**config.mk**
```make
export PLATFORM = sky130hd
export DESIGN_NAME = pmrd_seq
export DESIGN_NICKNAME = d
export VERILOG_FILES = /design/src/rtl/pmrd_pkg.sv /design/src/rtl/pmrd_ctrl.sv /design/src/rtl/pmrd_dpath.sv /design/src/rtl/pmrd_seq.sv
export SDC_FILE = /design/constraint.sdc
export NUM_CORES = 1
export LEC_CHECK = 0
export BUFFER_PORTS_ARGS = -buffer_cell sky130_fd_sc_hd__buf_2
export CORE_MARGIN = 2
export CORE_UTILIZATION = 45
export CTS_CLUSTER_DIAMETER = 150
export CTS_CLUSTER_SIZE = 30
export DETAILED_ROUTE_END_ITERATION = 6
export PLACE_DENSITY = 0.85
export SLEW_MARGIN = 10
export SYNTH_ARGS = -nofsm -noshare
export SYNTH_HDL_FRONTEND = slang
export SYNTH_SLANG_ARGS = --single-unit
```
**constraint.sdc**
```tcl
create_clock -name clk -period 2.75 [get_ports clk]
set_input_delay 0.55 -clock clk [delete_from_list [all_inputs] [get_ports clk]]
set_output_delay 0.55 -clock clk [all_outputs]
set_load 0.02 [all_outputs]
```
**src/rtl/pmrd_pkg.sv**
```systemverilog
package pmrd_pkg;
  // control-to-datapath strobes
  typedef struct packed {
    logic load;     // request accepted this clock
    logic capture;  // last low clock of the current access
    logic active;   // strobes are asserted
  } ctrlStrb_t;
endpackage

```
**src/rtl/pmrd_ctrl.sv**
```systemverilog
module pmrd_ctrl
  import pmrd_pkg::*;
#(
  parameter int PULSE_W = 6
) (
  input  logic               clk,
  input  logic               rst_n,
  input  logic               reqValid,
  input  logic               pageHit,
  input  logic [PULSE_W-1:0] cfgFirstPulse,
  input  logic [PULSE_W-1:0] cfgNextPulse,
  output logic               reqReady,
  output ctrlStrb_t          strb
);
  logic               activeQ;
  logic [PULSE_W-1:0] cntQ;
  logic               lastCycle;
  logic               accept;
  logic [PULSE_W-1:0] pulseLen;
  logic [PULSE_W-1:0] loadVal;

  assign lastCycle = activeQ && (cntQ == '0);
  // idle: always ready; busy: only a page hit on the final clock
  assign reqReady  = !activeQ || (lastCycle && pageHit);
  assign accept    = reqValid && reqReady;
  // an accept while the strobes are low is by definition a page hit
  assign pulseLen  = activeQ ? cfgNextPulse : cfgFirstPulse;
  assign loadVal   = (pulseLen == '0) ? '0 : pulseLen - 1'b1;

  always_ff @(posedge clk or negedge rst_n) begin
    if (!rst_n) begin
      activeQ <= 1'b0;
      cntQ    <= '0;
    end else if (accept) begin
      activeQ <= 1'b1;
      cntQ    <= loadVal;
    end else if (lastCycle) begin
      activeQ <= 1'b0;
    end else if (activeQ) begin
      cntQ    <= cntQ - 1'b1;
    end
  end

  always_comb begin
    strb.load    = accept;
    strb.capture = lastCycle;
    strb.active  = activeQ;
  end

  // a running access counts down one per clock without dropping the strobes
  assert_count_down_R3: assert property (@(posedge clk) disable iff (!rst_n)
    (activeQ && cntQ != '0) |=> (activeQ && cntQ == $past(cntQ) - 1'b1));

  // strobes released after a final clock unless the next request was taken
  assert_release_gap_R7: assert property (@(posedge clk) disable iff (!rst_n)
    (lastCycle && !accept) |=> !activeQ);

  // a zero setting still yields an access (counter starts at zero)
  assert_zero_pulse_R6: assert property (@(posedge clk) disable iff (!rst_n)
    (accept && pulseLen == '0) |=> (activeQ && cntQ == '0));
endmodule

```
**src/rtl/pmrd_dpath.sv**
```systemverilog
module pmrd_dpath
  import pmrd_pkg::*;
#(
  parameter int ADDR_W    = 16,
  parameter int PAGE_BITS = 2,
  parameter int DATA_W    = 16
) (
  input  logic                clk,
  input  logic                rst_n,
  input  ctrlStrb_t           strb,
  input  logic [ADDR_W-1:0]   reqAddr,
  input  logic [DATA_W/8-1:0] reqByteEn,
  input  logic                cfgByteSel,
  input  logic [DATA_W-1:0]   memData,
  output logic                pageHit,
  output logic                csN,
  output logic                rdN,
  output logic [ADDR_W-1:0]   memAddr,
  output logic [DATA_W/8-1:0] bsN,
  output logic                rspValid,
  output logic [DATA_W-1:0]   rspData
);
  localparam int BE_W = DATA_W / 8;

  logic [ADDR_W-1:0] addrQ;
  logic [BE_W-1:0]   selQ;

  assign pageHit = (reqAddr[ADDR_W-1:PAGE_BITS] == addrQ[ADDR_W-1:PAGE_BITS]);

  always_ff @(posedge clk or negedge rst_n) begin
    if (!rst_n) begin
      addrQ <= '0;
      selQ  <= '0;
    end else if (strb.load) begin
      addrQ <= reqAddr;
      selQ  <= cfgByteSel ? reqByteEn : {BE_W{1'b1}};
    end
  end

  always_ff @(posedge clk or negedge rst_n) begin
    if (!rst_n) begin
      rspValid <= 1'b0;
      rspData  <= '0;
    end else begin
      rspValid <= strb.capture;
      if (strb.capture) rspData <= memData;
    end
  end

  // both strobes share one waveform in page mode
  assign csN     = ~strb.active;
  assign rdN     = ~strb.active;
  assign memAddr = addrQ;
  assign bsN     = strb.active ? ~selQ : {BE_W{1'b1}};

  // every response follows a final clock of an access
  assert_rsp_follows_R10: assert property (@(posedge clk) disable iff (!rst_n)
    rspValid |-> $past(strb.capture));

  // a load during a running access only ever comes with a matching page
  assert_hit_page_R4: assert property (@(posedge clk) disable iff (!rst_n)
    (strb.load && strb.active) |-> pageHit);

  // no byte line active while the strobes are high
  assert_bs_idle_R9: assert property (@(posedge clk) disable iff (!rst_n)
    csN |-> (&bsN));

  // the address bus holds steady within a single access
  assert_addr_hold_R8: assert property (@(posedge clk) disable iff (!rst_n)
    ($past(strb.active) && $past(!strb.capture)) |-> $stable(memAddr));
endmodule

```
**src/rtl/pmrd_seq.sv**
```systemverilog
module pmrd_seq
  import pmrd_pkg::*;
#(
  parameter int ADDR_W    = 16,
  parameter int PAGE_BITS = 2,
  parameter int DATA_W    = 16,
  parameter int PULSE_W   = 6
) (
  input  logic                clk,
  input  logic                rst_n,
  input  logic                reqValid,
  output logic                reqReady,
  input  logic [ADDR_W-1:0]   reqAddr,
  input  logic [DATA_W/8-1:0] reqByteEn,
  input  logic [PULSE_W-1:0]  cfgFirstPulse,
  input  logic [PULSE_W-1:0]  cfgNextPulse,
  input  logic                cfgByteSel,
  output logic                csN,
  output logic                rdN,
  output logic [ADDR_W-1:0]   memAddr,
  output logic [DATA_W/8-1:0] bsN,
  input  logic [DATA_W-1:0]   memData,
  output logic                rspValid,
  output logic [DATA_W-1:0]   rspData
);
  ctrlStrb_t strb;
  logic      pageHit;

  pmrd_ctrl #(.PULSE_W(PULSE_W)) ctrl_i (
    .clk           (clk),
    .rst_n         (rst_n),
    .reqValid      (reqValid),
    .pageHit       (pageHit),
    .cfgFirstPulse (cfgFirstPulse),
    .cfgNextPulse  (cfgNextPulse),
    .reqReady      (reqReady),
    .strb          (strb)
  );

  pmrd_dpath #(.ADDR_W(ADDR_W), .PAGE_BITS(PAGE_BITS), .DATA_W(DATA_W)) dpath_i (
    .clk        (clk),
    .rst_n      (rst_n),
    .strb       (strb),
    .reqAddr    (reqAddr),
    .reqByteEn  (reqByteEn),
    .cfgByteSel (cfgByteSel),
    .memData    (memData),
    .pageHit    (pageHit),
    .csN        (csN),
    .rdN        (rdN),
    .memAddr    (memAddr),
    .bsN        (bsN),
    .rspValid   (rspValid),
    .rspData    (rspData)
  );

  // one waveform on both strobes
  assert_strobe_pair_R2: assert property (@(posedge clk) disable iff (!rst_n)
    csN == rdN);
endmodule

```
==> metrics.yaml <==
utilization: 0.599
r2r_slack_ns: 0.18
dp_hpwl_mm: 3.45
io_buffers: 87
criticalPathCategory: "register to output pin"
insertion_delay_ns: 0.29
nets: 353
status: "finished, final reports clean"
r2r_end: "dpath_i.memAddr[14]"
r2r_start: "ctrl_i.cntQ[1]"
drc: 0
ys_types: 32
power_density_nw_per_um2: 1160
p_leak_nw: 1.46
drt-pass1-iter-count: 4
routed_wl_mm: 4.57
final_common_cell: "buf_2"
overflow: 0
fmaxAchievable_mhz: 369
yosys-top-cells-area: "dfrtp_1 48%, nand2_1 9.7%, mux2_4 8.2%"
path_clk_slew_ns: 0.08
power_w: 0.00327
routedWlPerCell_um: 12.5
r2r_cells: 8
worst_slew_margin_rel: 0.401
cp.required_ns: 2.20
mostFrequentLayoutCells: "86 x buf_2, 56 x nand2_1, 42 x dfrtp_1, 16 x xor2_1, 14 x mux2i_1"
initial_core_util: 0.466
finalSetupViolations: 0
crit_arrival_ns: 2.16
skew_ns: 0.00453
antenna_cells: 0
tightest_slew_ns: 0.899
gp_congestion: 0.746
grt_pass1_wl_mm: 7.23
die_x_um: 73.9
path_max_fanout: 3
grt_pass1_vias: 1686
dieArea_um2: 5460
cts_tree: "yes"
chipHeight_um: 73.9
syn_inst: 206
crit_path_start_kind: "register"
clkSinkCount: 42
endpoint_kind: "output pin"
ios: 88
yosysSeqAreaShare: 0.478
yosysWarnings: 0
synth_nets: 260
min_path_type: "input pin to async pin"
area.growth.synth_to_final_pct: 28.7
synth_top_area_cell: "dfrtp_1"
drive_gt1_frac: 0.425
cts_hold_buf: 0
detailedRoute.firstIterationViolations: 63
ys_seq_elements: 42
cts_max_level: 2
clk_path_buf_depth: 2
finalCritPeriodShare: 0.984
maxCapViolCount: 0
antenna_found_initial: 0
grt_start_max_net_pins: 43
viasPerCell: 4.89
synth.avg_cell_area_um2: 10.7
root_buffer: "clkbuf_8"
fin_crit_ns: 2.71
cts-buffers-inserted: 5
ant_nets: 0
row_count: 25
synth_top_area_frac: 0.478
finalHoldViolCount: 0
vdd_drop_max_uv: 434
synth_area_um2: 2200
core_area_um2: 4720
maxSlewViolCount: 0
vias: 1789
grt.total_usage: 0.169
## cells by family after synthesis
group                    synth area share
XOR/XNOR                           0.0717
multiplexers                        0.176
AND/OR/NAND/NOR                     0.177
adder cells (fa/ha/maj)            0.0228
AO/OA/AOI/OAI                      0.0381
flip-flops                          0.478
buffers and inverters              0.0364
## worst max path at each step
stage                        start             endpoint  slack [ns]  cells past startpoint
floorplan           ctrl_i.cntQ[0]  dpath_i.memAddr[12]        0.31                      8
global placement    ctrl_i.cntQ[0]  dpath_i.memAddr[15]        0.21                      8
detailed placement  ctrl_i.cntQ[0]  dpath_i.memAddr[14]        0.09                      8
CTS                 ctrl_i.cntQ[1]             reqReady        0.07                      7
global route        ctrl_i.cntQ[1]             reqReady       -0.03                      7
finish              ctrl_i.cntQ[1]             reqReady        0.04                      7
## report_power, final
part,internal (W),switching [W],total (W)
sequential,0.000932,0.000222,0.00115
clock,0.000170,0.000198,0.000368
combinational,0.000778,0.000970,0.00175
total,0.00188,0.00139,0.00327
## flip-flops by register name, summed over array words and instances (netlist names)
| register | cells |
|---|---|
| ctrl_i.activeQ | 1 |
| ctrl_i.cntQ | 6 |
| dpath_i.memAddr | 16 |
| dpath_i.rspData | 16 |
| dpath_i.rspValid | 1 |
| dpath_i.selQ | 2 |
## layer usage
layer	up-vias	track usage	wire length, um
li1	871	-	-
met5	-	0	0
met1	855	0.207	1980
met3	7	0.0480	241
met4	0	0.0505	47
met2	56	0.291	2310
## Yosys cell counts
cell / number
nand4_1: 1
nand2_1: 57
nor4_2: 1
buf_1: 2
a21oi_1: 4
or2_2: 1
buf_12: 1
a21boi_4: 1
o21ai_0: 2
o221ai_1: 1
buf_8: 1
inv_1: 4
xor2_1: 16
o21ba_2: 1
or3_1: 2
nor2_1: 5
xnor2_1: 2
nor3b_1: 2
mux2_4: 12
nor3_1: 8
mux2i_1: 14
a2bb2oi_1: 1
buf_4: 1
ha_1: 4
dfrtp_1: 42
nand2b_1: 4
or4b_4: 1
clkinv_1: 1
clkbuf_1: 3
nor4_1: 4
mux2_2: 6
a21boi_0: 1
## critical path, stage by stage (launching register included)
cell	delay [ns]
dfrtp_1	0.40
inv_1	0.12
ha_4	0.15
or4b_4	0.49
nor4_4	0.16
nand4_1	0.25
nand2_2	0.17
buf_6	0.13
## what timing repair did
action	4_1_cts	5_1_grt
buffers inserted	1	3
gates resized for setup	3	4
endpoints found under the setup margin	1	1
pin swaps	2	1
## final cells by class
cell class / count / area, um2
flip-flops and latches: 42 / 1050
multi-input cells: 151 / 1090
inverters: 5 / 18.8
repair buffers: 94 / 507
clock inverters: 2 / 10.0
clock buffers: 5 / 68.8
well taps: 67 / 83.8
fillers: 392 / 1890
## per-stage QoR
| stage | hold slack (ns) | std cells | cell area [um2] | TNS, ns | setup WS, ns |
|---|---|---|---|---|---|
| 3_3_place_gp | 0.453 | 355 | 2690 | 0 | 0.205 |
| 5_1_grt | 0.440 | 366 | 2830 | -0.0301 | -0.0301 |
| 4_1_cts | 0.425 | 363 | 2780 | 0 | 0.0657 |
| 2_1_floorplan | 0.254 | 206 | 2200 | 0 | 0.308 |
| 6_report | 0.380 | 366 | 2830 | 0 | 0.0428 |
| 3_5_place_dp | 0.458 | 355 | 2690 | 0 | 0.0940 |
Power figures use the tool's default switching activity.
